<file path="config.mk">
export PLATFORM = sky130hd
export DESIGN_NAME = eqtrain_top
export DESIGN_NICKNAME = d
export VERILOG_FILES = /design/src/rtl/eqtrain_pkg.sv /design/src/rtl/eqtrain_dp.sv /design/src/rtl/eqtrain_ctrl.sv /design/src/rtl/eqtrain_top.sv
export SDC_FILE = /design/constraint.sdc
export NUM_CORES = 1
export LEC_CHECK = 0
export ABC_AREA = 1
export CORE_UTILIZATION = 63
export DETAILED_ROUTE_END_ITERATION = 8
export DONT_BUFFER_PORTS = 1
export GPL_TIMING_DRIVEN = 0
export PLACE_DENSITY = 0.87
export SYNTH_ARGS = -nofsm -noshare
export SYNTH_HDL_FRONTEND = slang
export SYNTH_SLANG_ARGS = --single-unit
</file>
<file path="constraint.sdc">
create_clock -name clk -period 2.1 [get_ports clk]
set_input_delay 0.315 -clock clk [delete_from_list [all_inputs] [get_ports clk]]
set_output_delay 0.315 -clock clk [all_outputs]
set_load 0.05 [all_outputs]
</file>
<file path="src/rtl/eqtrain_pkg.sv">
package eqtrain_pkg;

  typedef enum logic [1:0] {
    ADJ_HOLD   = 2'd0,
    ADJ_INC    = 2'd1,
    ADJ_DEC    = 2'd2,
    ADJ_PRESET = 2'd3
  } adj_t;

  typedef enum logic [1:0] {
    MSG_SETUP = 2'd0,
    MSG_SPEED = 2'd1,
    MSG_COEF  = 2'd2
  } msg_t;

  typedef enum logic [3:0] {
    S_IDLE, S_ALIGN, S_SETUP, S_SPEED, S_LINK, S_EVAL,
    S_COEF, S_TUNE, S_REVERSE, S_FALLBACK, S_DONE, S_FAILED
  } phase_t;

  // strobes from control to datapath
  typedef struct packed {
    logic loadBudget;
    logic runBudget;
    logic runWindow;
    logic latchStart;
    logic latchCoef;
    logic tuneKick;
  } dp_ctrl_t;

  localparam logic [3:0] PRESET_TOP = 4'd10;

  function automatic logic [3:0] clampPreset(input logic [3:0] p);
    return (p > PRESET_TOP) ? PRESET_TOP : p;
  endfunction

endpackage

</file>
<file path="src/rtl/eqtrain_dp.sv">
module eqtrain_dp
  import eqtrain_pkg::*;
#(
  parameter int BUDGET_W = 16,
  parameter int WIN_LEN  = 8
) (
  input  logic                clk,
  input  logic                rstN,
  input  dp_ctrl_t            ctl,
  input  logic [BUDGET_W-1:0] budget,
  input  logic [3:0]          startPreset,
  input  logic [1:0]          adjHint,
  input  logic [3:0]          hintPreset,
  output logic                winEnd,
  output logic                budExpired,
  output logic [1:0]          coefCode,
  output logic [3:0]          coefPreset,
  output logic                tuneStart
);

  localparam int WIN_W = (WIN_LEN > 1) ? $clog2(WIN_LEN) : 1;
  localparam logic [WIN_W-1:0] WIN_LAST = WIN_W'(WIN_LEN - 1);

  logic [BUDGET_W-1:0] budCnt;
  logic [WIN_W-1:0]    winCnt;

  assign winEnd     = ctl.runWindow && (winCnt == WIN_LAST);
  assign budExpired = ctl.runBudget && (budCnt == '0);

  always_ff @(posedge clk or negedge rstN) begin
    if (!rstN) begin
      budCnt <= '0;
    end else if (ctl.loadBudget) begin
      budCnt <= budget;
    end else if (ctl.runBudget && budCnt != '0) begin
      budCnt <= budCnt - 1'b1;
    end
  end

  always_ff @(posedge clk or negedge rstN) begin
    if (!rstN) begin
      winCnt <= '0;
    end else if (!ctl.runWindow || winEnd) begin
      winCnt <= '0;
    end else begin
      winCnt <= winCnt + 1'b1;
    end
  end

  always_ff @(posedge clk or negedge rstN) begin
    if (!rstN) begin
      coefCode   <= ADJ_HOLD;
      coefPreset <= '0;
    end else if (ctl.latchStart) begin
      coefCode   <= ADJ_PRESET;
      coefPreset <= clampPreset(startPreset);
    end else if (ctl.latchCoef) begin
      coefCode   <= adjHint;
      coefPreset <= (adjHint == ADJ_PRESET) ? clampPreset(hintPreset) : 4'd0;
    end
  end

  always_ff @(posedge clk or negedge rstN) begin
    if (!rstN) tuneStart <= 1'b0;
    else       tuneStart <= ctl.tuneKick;
  end

  // a budget load takes the programmed value
  p_budget_load_r4: assert property (@(posedge clk) disable iff (!rstN)
    ctl.loadBudget |=> budCnt == $past(budget));

  // a stored preset index never leaves the legal range
  p_preset_range_r6: assert property (@(posedge clk) disable iff (!rstN)
    coefPreset <= PRESET_TOP);

  // tuning strobe lasts a single cycle
  p_tune_pulse_r7: assert property (@(posedge clk) disable iff (!rstN)
    tuneStart |=> !tuneStart);

endmodule

</file>
<file path="src/rtl/eqtrain_ctrl.sv">
module eqtrain_ctrl
  import eqtrain_pkg::*;
(
  input  logic       clk,
  input  logic       rstN,
  input  logic       anyTrig,
  input  logic       syncLoss,
  input  logic       alignDone,
  input  logic       coarseOk,
  input  logic       berOk,
  input  logic       tuneDone,
  input  logic       peerDone,
  input  logic       retryEn,
  input  logic       reqAck,
  input  logic       winEnd,
  input  logic       budExpired,
  input  logic [1:0] coefCode,
  input  logic [3:0] coefPreset,
  output dp_ctrl_t   ctl,
  output logic       reqValid,
  output logic [1:0] reqKind,
  output logic [1:0] reqCode,
  output logic [3:0] reqPreset,
  output logic       rateHigh,
  output logic       busy,
  output logic       trained,
  output logic       failed
);

  phase_t state, nxt;
  logic   highRate;

  assign highRate = state inside {S_LINK, S_EVAL, S_COEF, S_TUNE, S_REVERSE};

  always_comb begin
    nxt = state;
    ctl = '0;
    ctl.runBudget = state inside {S_LINK, S_EVAL, S_COEF, S_TUNE};
    ctl.runWindow = state inside {S_LINK, S_EVAL};
    if (highRate && syncLoss) begin
      nxt = S_FALLBACK;
    end else begin
      unique case (state)
        S_IDLE, S_DONE, S_FAILED: if (anyTrig) nxt = S_ALIGN;
        S_ALIGN: if (alignDone) nxt = S_SETUP;
        S_SETUP: if (reqAck) begin
          nxt = S_SPEED;
          ctl.latchStart = 1'b1;
        end
        S_SPEED: if (reqAck) begin
          nxt = S_LINK;
          ctl.loadBudget = 1'b1;
        end
        S_LINK: begin
          if (budExpired)                nxt = S_FALLBACK;
          else if (winEnd && coarseOk)   nxt = S_EVAL;
        end
        S_EVAL: begin
          if (winEnd && berOk)           nxt = S_REVERSE;
          else if (budExpired)           nxt = S_FALLBACK;
          else if (winEnd) begin
            nxt = S_COEF;
            ctl.latchCoef = 1'b1;
          end
        end
        S_COEF: begin
          if (budExpired)                nxt = S_FALLBACK;
          else if (reqAck) begin
            nxt = S_TUNE;
            ctl.tuneKick = 1'b1;
          end
        end
        S_TUNE: begin
          if (budExpired)                nxt = S_FALLBACK;
          else if (tuneDone)             nxt = S_EVAL;
        end
        S_REVERSE: if (peerDone) nxt = S_DONE;
        S_FALLBACK: nxt = retryEn ? S_ALIGN : S_FAILED;
        default: nxt = S_IDLE;
      endcase
    end
  end

  always_ff @(posedge clk or negedge rstN) begin
    if (!rstN) state <= S_IDLE;
    else       state <= nxt;
  end

  always_comb begin
    reqValid  = 1'b0;
    reqKind   = MSG_SETUP;
    reqCode   = ADJ_HOLD;
    reqPreset = '0;
    unique case (state)
      S_SETUP: reqValid = 1'b1;
      S_SPEED: begin
        reqValid  = 1'b1;
        reqKind   = MSG_SPEED;
        reqCode   = coefCode;
        reqPreset = coefPreset;
      end
      S_COEF: begin
        reqValid  = 1'b1;
        reqKind   = MSG_COEF;
        reqCode   = coefCode;
        reqPreset = coefPreset;
      end
      default: ;
    endcase
  end

  assign rateHigh = highRate || (state == S_DONE);
  assign busy     = !(state inside {S_IDLE, S_DONE, S_FAILED});
  assign trained  = (state == S_DONE);
  assign failed   = (state == S_FAILED);

  // an unacknowledged message stays on the bus unchanged
  p_req_hold_r3: assert property (@(posedge clk) disable iff (!rstN)
    reqValid && !reqAck && !syncLoss && !budExpired
      |=> reqValid && $stable(reqKind) && $stable(reqCode) && $stable(reqPreset));

  // expiry drops the rate unless a passing verdict coincides
  p_expire_drop_r8: assert property (@(posedge clk) disable iff (!rstN)
    budExpired && !(state == S_EVAL && winEnd && berOk) |=> !rateHigh);

  // sync loss at the high rate leaves it
  p_sync_drop_r9: assert property (@(posedge clk) disable iff (!rstN)
    rateHigh && syncLoss |=> !rateHigh);

  // success and failure never shown together
  p_status_excl_r10: assert property (@(posedge clk) disable iff (!rstN)
    !(trained && failed));

endmodule

</file>
<file path="src/rtl/eqtrain_top.sv">
module eqtrain_top
  import eqtrain_pkg::*;
#(
  parameter int BUDGET_W = 16,
  parameter int WIN_LEN  = 8
) (
  input  logic                clk,
  input  logic                rstN,
  input  logic                trigPowerUp,
  input  logic                trigHardReset,
  input  logic                trigSyncLoss,
  input  logic                trigHotPlug,
  input  logic                alignDone,
  input  logic [3:0]          startPreset,
  input  logic [BUDGET_W-1:0] budget,
  input  logic                coarseOk,
  input  logic                berOk,
  input  logic [1:0]          adjHint,
  input  logic [3:0]          hintPreset,
  input  logic                tuneDone,
  input  logic                peerDone,
  input  logic                retryEn,
  input  logic                reqAck,
  output logic                reqValid,
  output logic [1:0]          reqKind,
  output logic [1:0]          reqCode,
  output logic [3:0]          reqPreset,
  output logic                tuneStart,
  output logic                rateHigh,
  output logic                busy,
  output logic                trained,
  output logic                failed
);

  dp_ctrl_t   ctl;
  logic       winEnd;
  logic       budExpired;
  logic [1:0] coefCode;
  logic [3:0] coefPreset;
  logic       anyTrig;

  assign anyTrig = trigPowerUp | trigHardReset | trigSyncLoss | trigHotPlug;

  eqtrain_ctrl i_ctrl (
    .clk(clk), .rstN(rstN), .anyTrig(anyTrig), .syncLoss(trigSyncLoss),
    .alignDone(alignDone), .coarseOk(coarseOk), .berOk(berOk),
    .tuneDone(tuneDone), .peerDone(peerDone), .retryEn(retryEn),
    .reqAck(reqAck), .winEnd(winEnd), .budExpired(budExpired),
    .coefCode(coefCode), .coefPreset(coefPreset), .ctl(ctl),
    .reqValid(reqValid), .reqKind(reqKind), .reqCode(reqCode),
    .reqPreset(reqPreset), .rateHigh(rateHigh), .busy(busy),
    .trained(trained), .failed(failed)
  );

  eqtrain_dp #(.BUDGET_W(BUDGET_W), .WIN_LEN(WIN_LEN)) i_dp (
    .clk(clk), .rstN(rstN), .ctl(ctl), .budget(budget),
    .startPreset(startPreset), .adjHint(adjHint), .hintPreset(hintPreset),
    .winEnd(winEnd), .budExpired(budExpired), .coefCode(coefCode),
    .coefPreset(coefPreset), .tuneStart(tuneStart)
  );

endmodule

</file>
---- After elaboration in Yosys (flattened, before gate mapping) ----
Cells that the tools add are included.
operators by class
  $add $sub $neg .......................... 2
  magnitude comparators ................... 2
  equality and inequality tests ........... 22
  muxes and demuxes ....................... 42
  bitwise operators ....................... 3
  reduce and logical (&&, ||, !) cells .... 23
operator list
  kind                   count
  $mux 4                 22
  $pmux 4 s10            1
  $mux 16                2
  $eq 4x3->1 const B     4
  $eq 4x4->1 const B     4
  $logic_not 16->1       1
  $reduce_bool 16->1     1
  $sub 16x1->16 const B  1
  $ne 3x2->1 const B     4
  $ne 4x4->1 const B     3
  $mux 1                 11
  $reduce_and 9->1       1
  $eq 4x2->1 const B     2
  $gt 4x4->1 const B     2
  $logic_and 1x1->1      6
  $mux 2                 3
  $mux 3                 2
  $reduce_bool 2->1      3
  $reduce_or 3->1        2
  $ne 5x4->1 const B     1
  $reduce_bool 5->1      1
  $eq 4x1->1 const B     1
  $logic_not 4->1        1
  $pmux 2 s2             1
  10 further kinds       14
storage, ports and cells
  flip-flop bits (word level) ............. 30
  input port bits ......................... 39
  output and inout port bits .............. 14

---- Depth between registers and ports, before layout ----
Gate-level depths: netlist (run 1).
  word-level depth ........................ 10
  mapped depth ............................ 14
  mapped depth without buffers ............ 14

---- Modules after synthesis ----
From an unflattened synthesis (run 1), not the netlist that was laid out.
unflattened totals
  cells, all modules ...................... 366
  area, all modules ....................... 2289.7 um^2
modules (own cells, without submodules)
  module        times used  cells an instance  area each (um^2)  seq. area each (um^2)
  eqtrain_dp    1           249                1660.3            650.6
  eqtrain_ctrl  1           114                618.1             100.1
  eqtrain_top   1           3                  11.3              0.0

---- Worst setup path after synthesis (run 1) ----
Ideal clock, no wire load.
  kind .................................... reg-to-output
  from .................................... register i_ctrl.state[2]
  to ...................................... output port reqCode[0]
  arrival time ............................ 2061 ps
  data required time ...................... 1785 ps
  slack ................................... -276 ps
  stages on the path, launching flop included .. 7
  path buffers ............................ 0
  cell sequence ........................... dfrtp_1 > inv_2 > nor2_4 > inv_4 > nor2_2 > nor2_1 > nor2_1
between the ends
  word-level cells in the longest chain between the ends .. 3
  elaborated cells between the ends (all ways) .. 4
RTL lines
  what                                      line                source
  start: declaration                        eqtrain_ctrl.sv:30  phase_t state, nxt;
  start signal: assignment                  eqtrain_ctrl.sv:86  else state <= nxt;
  $eq 4x2->1 or $eq 4x3->1 (tied branches)  eqtrain_ctrl.sv:94  unique case (state)
  $reduce_or 2->1 (no source line) (*)      n/a
  $mux 2 (*)                                eqtrain_ctrl.sv:94
  end: declaration                          eqtrain_top.sv:26   output logic [1:0] reqCode,
Mark *: on every way between the ends. The rest lies on a longest branch, timed or not.

---- Worst setup path in the final report (run 1) ----
  from .................................... register i_ctrl.state[2]
  to ...................................... output port reqPreset[1]
between the ends
  word-level cells in the longest chain between the ends .. 3
  elaborated cells between the ends (all ways) .. 4
RTL lines
  what                                      line                source
  $eq 4x2->1 or $eq 4x3->1 (tied branches)  eqtrain_ctrl.sv:94
  $reduce_or 2->1 (no source line) (*)      n/a
  $mux 4 (*)                                eqtrain_ctrl.sv:94
  end: declaration                          eqtrain_top.sv:27   output logic [3:0] reqPreset,
Marked as above.

==> results of run 1 <==
-- power by group through the flow --
| stage | Combinational, W | Clock (W) | Sequential (W) |
|---|---|---|---|
| 2_1_floorplan | 0.00155 | 0 | 0.000956 |
| 3_3_place_gp | 0.00176 | 0 | 0.000993 |
| 3_5_place_dp | 0.00180 | 0 | 0.00100 |
| 4_1_cts | 0.00195 | 0.000378 | 0.000997 |
| 5_1_grt | 0.00224 | 0.000408 | 0.00104 |
| 6_report | 0.00202 | 0.000374 | 0.00101 |
-- worst reg2reg max path: stages (launching register included) --
cell and delay (ns):
dfrtp_1 0.34, buf_4 0.18, nand2_2 0.15, nor3_2 0.28
nand2_1 0.32, inv_1 0.25, o21ai_0 0.13, o31ai_1 0.10
nand2_1 0.10, o21ai_2 0.06
-- cell usage in the layout, fill, tap and decap left out, types with 3 or more instances in the layout --
master and count:
inv_2 8, nand3_1 30, nor2_1 23, o21ai_2 5, nand2_2 4, nor2_2 5, nand4_1 8, clkbuf_4 5
a21oi_1 8, nand2_4 3, nor2_4 14, buf_4 8, o21ai_0 9, nor3_1 11, nand2_1 68, nand3b_1 3
xor2_1 3, o211ai_1 9, inv_1 35, dfrtp_1 28, ha_1 4
-- cells by family (layout without fill, tap and decap cells) --
group / after synthesis / in the layout / share of synthesized area, %
buf+inv: 51 / 68 / 9.534
xor+xnor: 4 / 4 / 1.609
flops: 30 / 30 / 34.46
simple gates: 176 / 176 / 39.17
fa+ha+maj: 4 / 4 / 2.298
compound gates: 42 / 42 / 12.92
-- registers in the layout, summed over array words and instances (netlist names) --
register         cells
i_ctrl.state         4
i_dp.budCnt         16
i_dp.coefCode        2
i_dp.coefPreset      4
i_dp.tuneStart       1
i_dp.winCnt          3
-- area by class of cell --
| type | count | area share [%] |
|---|---|---|
| multi-input cells | 226 | 52.84 |
| flip-flops and latches | 30 | 30.24 |
| inverters | 47 | 7.484 |
| repair buffers | 9 | 3.817 |
| clock buffers | 7 | 2.210 |
| well taps | 44 | 2.210 |
| plain buffers | 4 | 1.005 |
| clock inverters | 1 | 0.2009 |
-- per-layer routing --
layer	up-vias	track usage (%)	wire length (um)
li1	1035	-	-
met2	74	53.06	2635
met5	-	0	0
met3	13	7.036	304
met1	1015	39.95	2196
met4	0	13.96	113
-- metrics by stage --
stage               total power (W)  instance area [um2]  setup TNS (ns)  std cells  setup slack, ns
floorplan                  0.002503                 2226               0        307         0.005512
CTS                        0.003328                 2466          -1.082        367          -0.1774
finish                     0.003405                 2491         -0.7438        368          -0.1241
detailed placement         0.002798                 2281          -1.134        351          -0.1970
global placement           0.002754                 2281         -0.9204        351          -0.1607
global route               0.003684                 2491          -1.426        368          -0.2084
-- worst paths after layout --
path | start | to | cells past startpoint
max | i_ctrl.state[2]$_DFFE_PN0P_ | reqPreset[1] | 7
min reg2reg | i_dp.winCnt[0]$_DFF_PN0_ | i_dp.winCnt[0]$_DFF_PN0_ | 1
max reg2reg | i_ctrl.state[1]$_DFFE_PN0P_ | i_dp.coefPreset[1]$_DFFE_PN0P_ | 9
min | budget[1] | i_dp.budCnt[1]$_DFFE_PN0P_ | 2
min in group asynchronous | rstN | i_dp.budCnt[11]$_DFFE_PN0P_ | 2
max in group asynchronous | rstN | i_ctrl.state[2]$_DFFE_PN0P_ | 2
-- repair_timing --
item / 4_1_cts / 5_1_grt
resized for setup: 11 / 7
pin swaps: 5 / 7
setup buffers: 6 / 1
hold buffers: 2 / 0
gates cloned: 0 / 0
endpoints found under the hold margin: 30 / 0
setup endpoints to repair: 10 / 26
==> impl_metrics.env, run 1 <==
export IMPL_grt_usage_pct=31.93
export IMPL_yosysWarnings=0
export IMPL_status="complete, but fails checks"
export IMPL_core_area_um2=3178
export IMPL_diodes=0
export IMPL_pwr_share_comb_pct=59.4
export IMPL_vias=2137
export IMPL_insertion_delay_ns=0.34
export IMPL_synth_fp_nets=350
export IMPL_cts_tree="done"
export IMPL_clkPwrFrac_pct=11.0
export IMPL_slowest_stage="dfrtp_2"
export IMPL_multi_input_area_um2=1316
export IMPL_cp_arrival_ns=1.91
export IMPL_yosysMostFrequentCell="nand2_1"
export IMPL_crit_fanout=6
export IMPL_clk_pin_slew_ns=0.10
export IMPL_slew_viol_final=0
export IMPL_syn_area_per_cell_um2=7.096
export IMPL_ir_worst_vdd_mv=0.6538
export IMPL_wire_per_inst_um=14.26
export IMPL_htreeDepth=2
export IMPL_fin_crit_ns=2.224
export IMPL_violations="negative setup slack"
export IMPL_finalWirelength_um=5249
export IMPL_cp_start_kind="flop"
export IMPL_finalWeightedCongestion=0.9128
export IMPL_final_nets=366
export IMPL_crit_type="reg -> out"
export IMPL_clk_path_buf_depth=2
export IMPL_gr_total_overflow=0
export IMPL_maxSlewHeadroom_pct=31.92
export IMPL_syn_inst=307
export IMPL_routed_via_density=5.807
export IMPL_regArea_um2=753.2
export IMPL_drtIter0Drc=149
export IMPL_drt_pass1_iter_count=4
export IMPL_rows=20
export IMPL_r2r_slack_ns=0.13
export IMPL_die_area_um2=3697
export IMPL_fill_cells=236
export IMPL_yosys_top_cells_count="nand2_1, inv_1, nor2_1"
export IMPL_p_leak_nw=1.136
export IMPL_die_w_um=60.80
export IMPL_synth_distinct_cells=38
export IMPL_synthToLayoutAreaGrowth_pct=14.36
export IMPL_cp_top_family="simple AND/OR/NAND/NOR gates"
export IMPL_synth_edf_count=0
export IMPL_fin_util_pct=78.39
export IMPL_ioPinCount=53
export IMPL_grt_pass1_wl_um=8590
export IMPL_antenna_left=0
export IMPL_ys_seq_elements=30
export IMPL_cts_root_buffer="clkbuf_4"
export IMPL_cp_buffers_inverters=3
export IMPL_synth_area_top_cells="dfrtp_1, nand2_1, nand3_1"
export IMPL_numCtsBuffers=5
export IMPL_setup_violations_final=7
export IMPL_hold_class="in -> reg"
export IMPL_hold_viol_final=0
export IMPL_synthArstFlopShare_pct=100.0
export IMPL_max_slew_worst_pin_slew_ns=1.017
export IMPL_period_share_pct=105.9
export IMPL_seq_area_frac_synth_pct=34.46
export IMPL_clock_fmax_ghz=0.4496
export IMPL_drive_above_1_share_pct=22.22
export IMPL_initial_core_util_pct=68.54
export IMPL_grt_max_degree=31
export IMPL_setup_ws_ns=-0.1241
export IMPL_portBuffers=0
export IMPL_p_sw_w=0.001789
export IMPL_netlist_area_leader_share_pct=34.46
export IMPL_drv_cap=0
export IMPL_pwr_share_seq_pct=29.6
export IMPL_slowest_delay_ns=0.47
export IMPL_place_hpwl_um=3641
export IMPL_worst_clock_skew_ns=0.009473
export IMPL_internal_power_w=0.001616
export IMPL_rsz0062_at_grt="yes"
export IMPL_critPathRequiredTime_ns=1.78
export IMPL_swShare_pct=52.53
export IMPL_syn_area_um2=2178
export IMPL_grt_pass1_vias=2035
export IMPL_timing_hold_ws_ns=0.09476
export IMPL_cp_end_kind="output port"
export IMPL_synth_main_ff_cell="dfrtp_1"
export IMPL_antenna_found_initial=0
export IMPL_cpMostUsedCell="nor2_4"
export IMPL_drc=0
export IMPL_cp_cell_sequence="inv_2, nor2_4, inv_4, nor2_4, nor2_4, buf_12, nor2_4"
export IMPL_fp_dieH_um=60.80
export IMPL_p_per_area_nw_per_um2=1367
export IMPL_synth_top_cell_by_area="dfrtp_1"
export IMPL_clkSinkCount=30
Power figures use the tool's default switching activity.
==> run 2: changes to the inputs <==
--- a/config.mk
+++ b/config.mk
@@ -6,11 +6,13 @@
 export NUM_CORES = 1
 export LEC_CHECK = 0
 export ABC_AREA = 1
-export CORE_UTILIZATION = 63
+export CELL_PAD_IN_SITES_DETAIL_PLACEMENT = 0
+export CELL_PAD_IN_SITES_GLOBAL_PLACEMENT = 1
+export CORE_UTILIZATION = 45
 export DETAILED_ROUTE_END_ITERATION = 8
 export DONT_BUFFER_PORTS = 1
 export GPL_TIMING_DRIVEN = 0
-export PLACE_DENSITY = 0.87
+export PLACE_DENSITY = 0.88
 export SYNTH_ARGS = -nofsm -noshare
 export SYNTH_HDL_FRONTEND = slang
 export SYNTH_SLANG_ARGS = --single-unit
==> impl_metrics.env, run 2 (synthesis gave the netlist of run 1 again) <==
export IMPL_status="complete, but fails checks"
export IMPL_violations="negative setup slack"
export IMPL_vias=2066
export IMPL_gr_total_overflow=0
export IMPL_grt_pass1_vias=1928
export IMPL_wire_per_inst_um=13.98
export IMPL_drt_met1_wl_um=2478
export IMPL_p_leak_nw=1.183
export IMPL_cp_arrival_ns=1.85
export IMPL_clkSinkCount=30
export IMPL_setup_violations_final=8
export IMPL_maxSlewHeadroom_pct=29.83
export IMPL_cp_top_family="simple AND/OR/NAND/NOR gates"
export IMPL_insertion_delay_ns=0.29
export IMPL_p_sw_w=0.001821
export IMPL_hold_class="in -> reg"
export IMPL_cp_buffers_inverters=2
export IMPL_clk_pin_slew_ns=0.07
export IMPL_antenna_left=0
export IMPL_htreeDepth=2
export IMPL_ir_worst_vdd_mv=0.5668
export IMPL_grt_usage_pct=22.69
export IMPL_die_w_um=71.58
export IMPL_swShare_pct=50.61
export IMPL_place_inst=359
export IMPL_rows=24
export IMPL_drv_cap=0
export IMPL_slowest_stage="dfrtp_2"
export IMPL_finalWeightedCongestion=0.8624
export IMPL_layout_common_cells="nand2_1, inv_1, nand3_1"
export IMPL_drive_above_1_share_pct=23.33
export IMPL_portBuffers=0
export IMPL_fill_cells=419
export IMPL_cpMostUsedCell="nor2_4"
export IMPL_cp_start_kind="flop"
export IMPL_clkPwrFrac_pct=13.9
export IMPL_pwr_share_seq_pct=28.1
export IMPL_final_common_cell="nand2_1"
export IMPL_rsz0062_at_grt="yes"
export IMPL_final_nets=372
export IMPL_r2r_start="i_dp.budCnt[0]$_DFFE_PN0P_"
export IMPL_internal_power_w=0.001777
export IMPL_timing_hold_ws_ns=0.1529
export IMPL_max_slew_worst_pin_slew_ns=1.048
export IMPL_top_layer="met4"
export IMPL_hold_viol_final=0
export IMPL_drc=0
export IMPL_slew_viol_final=0
export IMPL_biggestRegsByFlops="i_dp.budCnt x16, i_ctrl.state x4, i_dp.coefPreset x4"
export IMPL_pwr_share_comb_pct=57.9
export IMPL_fin_crit_ns=2.169
export IMPL_diodes=0
export IMPL_cp_end_kind="output port"
export IMPL_critPathRequiredTime_ns=1.78
export IMPL_numCtsBuffers=5
export IMPL_cts_root_buffer="clkbuf_8"
export IMPL_clk_path_buf_depth=2
export IMPL_slowest_delay_ns=0.48
export IMPL_synthToLayoutAreaGrowth_pct=18.44
export IMPL_wl_met2_um=2529
export IMPL_min_path_cells=2
export IMPL_routed_via_density=5.408
export IMPL_hold_path_endpoint="i_dp.budCnt[9]$_DFFE_PN0P_"
export IMPL_period_share_pct=103.3
export IMPL_p_per_area_nw_per_um2=1395
export IMPL_crit_type="reg -> out"
export IMPL_ioPinCount=53
export IMPL_met3_length_um=265
export IMPL_grt_max_degree=31
export IMPL_drt_pass1_iter_count=4
export IMPL_setup_ws_ns=-0.06852
export IMPL_largest_reg_flops=16
export IMPL_hp_start="budget[9]"
export IMPL_cts_tree="done"
export IMPL_initial_core_util_pct=48.36
export IMPL_fp_dieH_um=71.58
export IMPL_crit_fanout=6
export IMPL_timing_rr_end="i_dp.budCnt[14]$_DFFE_PN0P_"
export IMPL_rr_worst_depth=12
export IMPL_r2r_slack_ns=0.18
export IMPL_antenna_found_initial=0
export IMPL_final_cells=382
export IMPL_finalWirelength_um=5339
export IMPL_die_area_um2=5123
export IMPL_cp_cell_sequence="nor2_4, inv_6, nor2_4, nor2_4, buf_12, nor2_4"
export IMPL_grt_pass1_wl_um=8942
export IMPL_largest_register="i_dp.budCnt"
export IMPL_drtIter0Drc=93
export IMPL_worst_clock_skew_ns=0.009004
export IMPL_place_hpwl_um=3944
export IMPL_core_area_um2=4504
export IMPL_clock_fmax_ghz=0.4611
## run 2: worst max path at each step
stage / from / end / depth (start not counted)
finish: i_ctrl.state[3]$_DFFE_PN0P_ / reqCode[1] / 6
global route: i_ctrl.state[3]$_DFFE_PN0P_ / reqCode[1] / 6
CTS: i_ctrl.state[2]$_DFFE_PN0P_ / reqPreset[3] / 7
detailed placement: i_ctrl.state[3]$_DFFE_PN0P_ / reqPreset[3] / 5
global placement: i_ctrl.state[2]$_DFFE_PN0P_ / reqPreset[1] / 5
floorplan: i_ctrl.state[2]$_DFFE_PN0P_ / reqCode[0] / 6
## run 2: cell type report
class | count | area [um2] | area share [%]
timing repair buffer | 15 | 140.1 | 5.432
sequential | 30 | 753.2 | 29.19
tap | 52 | 65.06 | 2.522
clock inverter | 2 | 12.51 | 0.4850
clock buffer | 6 | 82.58 | 3.201
multi-input combinational | 226 | 1305 | 50.58
inverter | 47 | 192.7 | 7.468
buffer | 4 | 28.78 | 1.115
## run 2: what timing repair did
item / 4_1_cts / 5_1_grt
setup buffers: 9 / 5
endpoints found under the setup margin: 10 / 24
endpoints found under the hold margin: 30 / 0
resized for setup: 10 / 7
pin swaps: 7 / 9
hold buffers: 2 / 0
## run 2: routing by layer
metal  GRT usage [%]  up-vias
met5               0        -
met4           7.190        0
met3           5.767        7
met2           36.19       58
met1           30.41      947
li1                -     1054
## run 2: power groups by stage
stage                     logic [W]  registers (W)  clock network (W)
after global placement      0.00180        0.00100                  0
final                       0.00208        0.00101           0.000502
after detailed placement    0.00181        0.00101                  0
after global routing        0.00231        0.00104           0.000551
after floorplan             0.00155       0.000956                  0
after CTS                   0.00199        0.00100           0.000520
## run 2: metrics by stage
step                      instance area [um2]  utilization (%)  worst slack, ns  TNS [ns]  power (W)
after global placement                   2291            50.86          -0.1860    -1.106   0.002798
final                                    2580            57.28         -0.06852   -0.3732   0.003598
after detailed placement                 2291            50.86          -0.1923    -1.141   0.002817
after global routing                     2580            57.28          -0.1284   -0.8004   0.003894
after CTS                                2527            56.11          -0.1169   -0.6963   0.003517
after floorplan                          2226                -         0.005512         0   0.002503
==> run 3: changes to the inputs <==
--- a/config.mk
+++ b/config.mk
@@ -5,14 +5,14 @@
 export SDC_FILE = /design/constraint.sdc
 export NUM_CORES = 1
 export LEC_CHECK = 0
-export ABC_AREA = 1
 export CELL_PAD_IN_SITES_DETAIL_PLACEMENT = 0
 export CELL_PAD_IN_SITES_GLOBAL_PLACEMENT = 1
-export CORE_UTILIZATION = 45
+export CORE_UTILIZATION = 47
 export DETAILED_ROUTE_END_ITERATION = 8
 export DONT_BUFFER_PORTS = 1
 export GPL_TIMING_DRIVEN = 0
-export PLACE_DENSITY = 0.88
+export PLACE_DENSITY = 0.87
+export REMOVE_ABC_BUFFERS = 1
 export SYNTH_ARGS = -nofsm -noshare
 export SYNTH_HDL_FRONTEND = slang
 export SYNTH_SLANG_ARGS = --single-unit
==> impl_metrics.env, run 3 <==
export IMPL_status="complete, but fails checks"
export IMPL_violations="negative setup slack"
export IMPL_crit_fanout=6
export IMPL_final_nets=301
export IMPL_worst_clock_skew_ns=0.002546
export IMPL_clk_pin_slew_ns=0.06
export IMPL_netlist_area_leader_share_pct=36.76
export IMPL_syn_area_per_cell_um2=8.878
export IMPL_syn_inst=230
export IMPL_hp_start="budget[11]"
export IMPL_rr_worst_depth=8
export IMPL_critPathRequiredTime_ns=1.78
export IMPL_yosysMostFrequentCell="dfrtp_1"
export IMPL_synth_top_cell_by_area="dfrtp_1"
export IMPL_crit_type="reg -> out"
export IMPL_min_path_cells=2
export IMPL_largest_register="i_dp.budCnt"
export IMPL_drv_cap=0
export IMPL_wire_per_inst_um=17.86
export IMPL_cp_end_kind="output port"
export IMPL_synthToLayoutAreaGrowth_pct=28.74
export IMPL_place_hpwl_um=3295
export IMPL_yosysWarnings=0
export IMPL_fp_dieH_um=67.92
export IMPL_diodes=0
export IMPL_drtIter0Drc=135
export IMPL_period_share_pct=100.3
export IMPL_grt_pass1_vias=1778
export IMPL_cp_cell_sequence="nand2b_4, nor2_4, nor2_4, nor2b_4"
export IMPL_ys_seq_elements=30
export IMPL_cpMostUsedCell="nor2_4"
export IMPL_clkSinkCount=30
export IMPL_r2r_start="i_dp.budCnt[0]$_DFFE_PN0P_"
export IMPL_ir_worst_vdd_mv=1.023
export IMPL_antenna_found_initial=0
export IMPL_synth_main_ff_cell="dfrtp_1"
export IMPL_rsz0062_at_grt="yes"
export IMPL_grt_max_degree=31
export IMPL_htreeDepth=2
export IMPL_p_per_area_nw_per_um2=1524
export IMPL_largest_reg_flops=16
export IMPL_dp_slack_ns=-1.156
export IMPL_synth_edf_count=0
export IMPL_vias=1907
export IMPL_fin_crit_ns=2.107
export IMPL_ioPinCount=53
export IMPL_hold_viol_final=0
export IMPL_numCtsBuffers=5
export IMPL_setup_ws_ns=-0.006867
export IMPL_hold_path_endpoint="i_dp.budCnt[11]$_DFFE_PN0P_"
export IMPL_final_common_cell="buf_4"
export IMPL_yosys_top_cells_count="dfrtp_1, nand2_1, nor2_1"
export IMPL_synth_area_top_cells="dfrtp_1, o21ai_0, nand2_1"
export IMPL_portBuffers=0
export IMPL_hold_class="in -> reg"
export IMPL_clock_fmax_ghz=0.4746
export IMPL_insertion_delay_ns=0.28
export IMPL_timing_rr_end="i_ctrl.state[1]$_DFFE_PN0P_"
export IMPL_synth_distinct_cells=56
export IMPL_biggestRegsByFlops="i_dp.budCnt x16, i_ctrl.state x4, i_dp.coefPreset x4"
export IMPL_r2r_slack_ns=0.04
export IMPL_drive_above_1_share_pct=29.34
export IMPL_maxSlewHeadroom_pct=62.75
export IMPL_initial_core_util_pct=49.97
export IMPL_finalPower_w=0.004006
export IMPL_clk_path_buf_depth=2
export IMPL_finalWirelength_um=5519
export IMPL_slew_viol_final=0
export IMPL_cts_tree="done"
export IMPL_grt_usage_pct=23.62
export IMPL_setup_violations_final=5
export IMPL_rows=23
export IMPL_antenna_left=0
export IMPL_p_leak_nw=1.099
export IMPL_routed_via_density=6.172
export IMPL_syn_area_um2=2042
export IMPL_slowest_delay_ns=0.41
export IMPL_die_w_um=67.92
export IMPL_seq_area_frac_synth_pct=36.76
export IMPL_drt_pass1_iter_count=4
export IMPL_slowest_stage="dfrtp_2"
export IMPL_drc=0
export IMPL_die_area_um2=4612
export IMPL_cts_root_buffer="clkbuf_8"
export IMPL_max_slew_worst_pin_slew_ns=0.5582
export IMPL_finalWeightedCongestion=0.7959
export IMPL_core_area_um2=4086
export IMPL_gr_total_overflow=0
export IMPL_synthArstFlopShare_pct=100.0
export IMPL_grt_pass1_wl_um=8073
export IMPL_setup_tns_ns=-0.02055
export IMPL_cp_arrival_ns=1.79
export IMPL_layout_common_cells="buf_4, dfrtp_1, nand2_1"
export IMPL_cp_start_kind="flop"
## run 3: cells by family (layout without fill, tap and decap cells)
logic type | count (synthesis) | after routing | synth area share [%]
buffers and inverters | 16 | 45 | 3.309
and+or+nand+nor | 107 | 107 | 31.49
xor gates and xnor gates | 7 | 7 | 3.003
muxes | 9 | 9 | 4.657
AOI/OAI and AO/OA | 57 | 57 | 18.32
adders and majority gates | 4 | 4 | 2.451
DFF | 30 | 30 | 36.76
## run 3: what timing repair did
action,in CTS,in global routing
endpoints found under the setup margin,37,26
hold endpoints to repair,30,0
setup buffers,20,8
hold buffers,2,0
resized for setup,34,18
pin swaps,8,5
## run 3: power by group
group          total (W)  internal (W)  switching [W]
sequential       0.00113      0.000834       0.000297
clock           0.000576      0.000355       0.000221
combinational    0.00230      0.000975        0.00132
## run 3: final cells by class
type	count	area (um2)
timing repair buffer	31	251.5
clock inverter	1	30.03
sequential	30	755.7
inverter	6	22.52
tap	50	62.56
fill	356	1458
multi-input combinational	184	1430
clock buffer	7	76.32
## run 3: worst max path at each step
| stage | startpoint | to | slack [ns] | cells past startpoint |
|---|---|---|---|---|
| after global routing | i_ctrl.state[3]$_DFFE_PN0P_ | reqCode[0] | -0.06 | 4 |
| after global placement | i_ctrl.state[3]$_DFFE_PN0P_ | reqCode[1] | -1.17 | 4 |
| final | i_ctrl.state[3]$_DFFE_PN0P_ | reqPreset[3] | -0.007 | 4 |
| after detailed placement | i_ctrl.state[3]$_DFFE_PN0P_ | reqPreset[3] | -1.16 | 4 |
| after CTS | i_dp.budCnt[0]$_DFFE_PN0P_ | i_ctrl.state[1]$_DFFE_PN0P_ | -0.01 | 8 |
| after floorplan | i_ctrl.state[3]$_DFFE_PN0P_ | reqCode[0] | -0.72 | 4 |
## run 3: metrics by stage
step                      instance area, um2  utilization, %  hold slack [ns]  std cells
after floorplan                         1997               -          0.01941        220
after global placement                  2059           50.40          0.02023        270
after detailed placement                2067           50.58          0.02018        271
after CTS                               2467           60.38           0.1487        301
after global routing                    2629           64.33           0.1550        309
final                                   2629           64.33           0.1517        309
## run 3: worst max-delay path, delay by kind of cell, from the launching register on
family	cells	cell delay, ns
simple gates	4	1.09
flops	1	0.41
## run 3: metal layers
| metal | track usage, % | share of wire (%) | vias to the layer above |
|---|---|---|---|
| met4 | 9.115 | 1.6 | 0 |
| met2 | 40.22 | 51 | 55 |
| met1 | 28.37 | 42 | 943 |
| met5 | 0 | 0 | - |
| li1 | - | - | 900 |
| met3 | 6.000 | 5.4 | 9 |
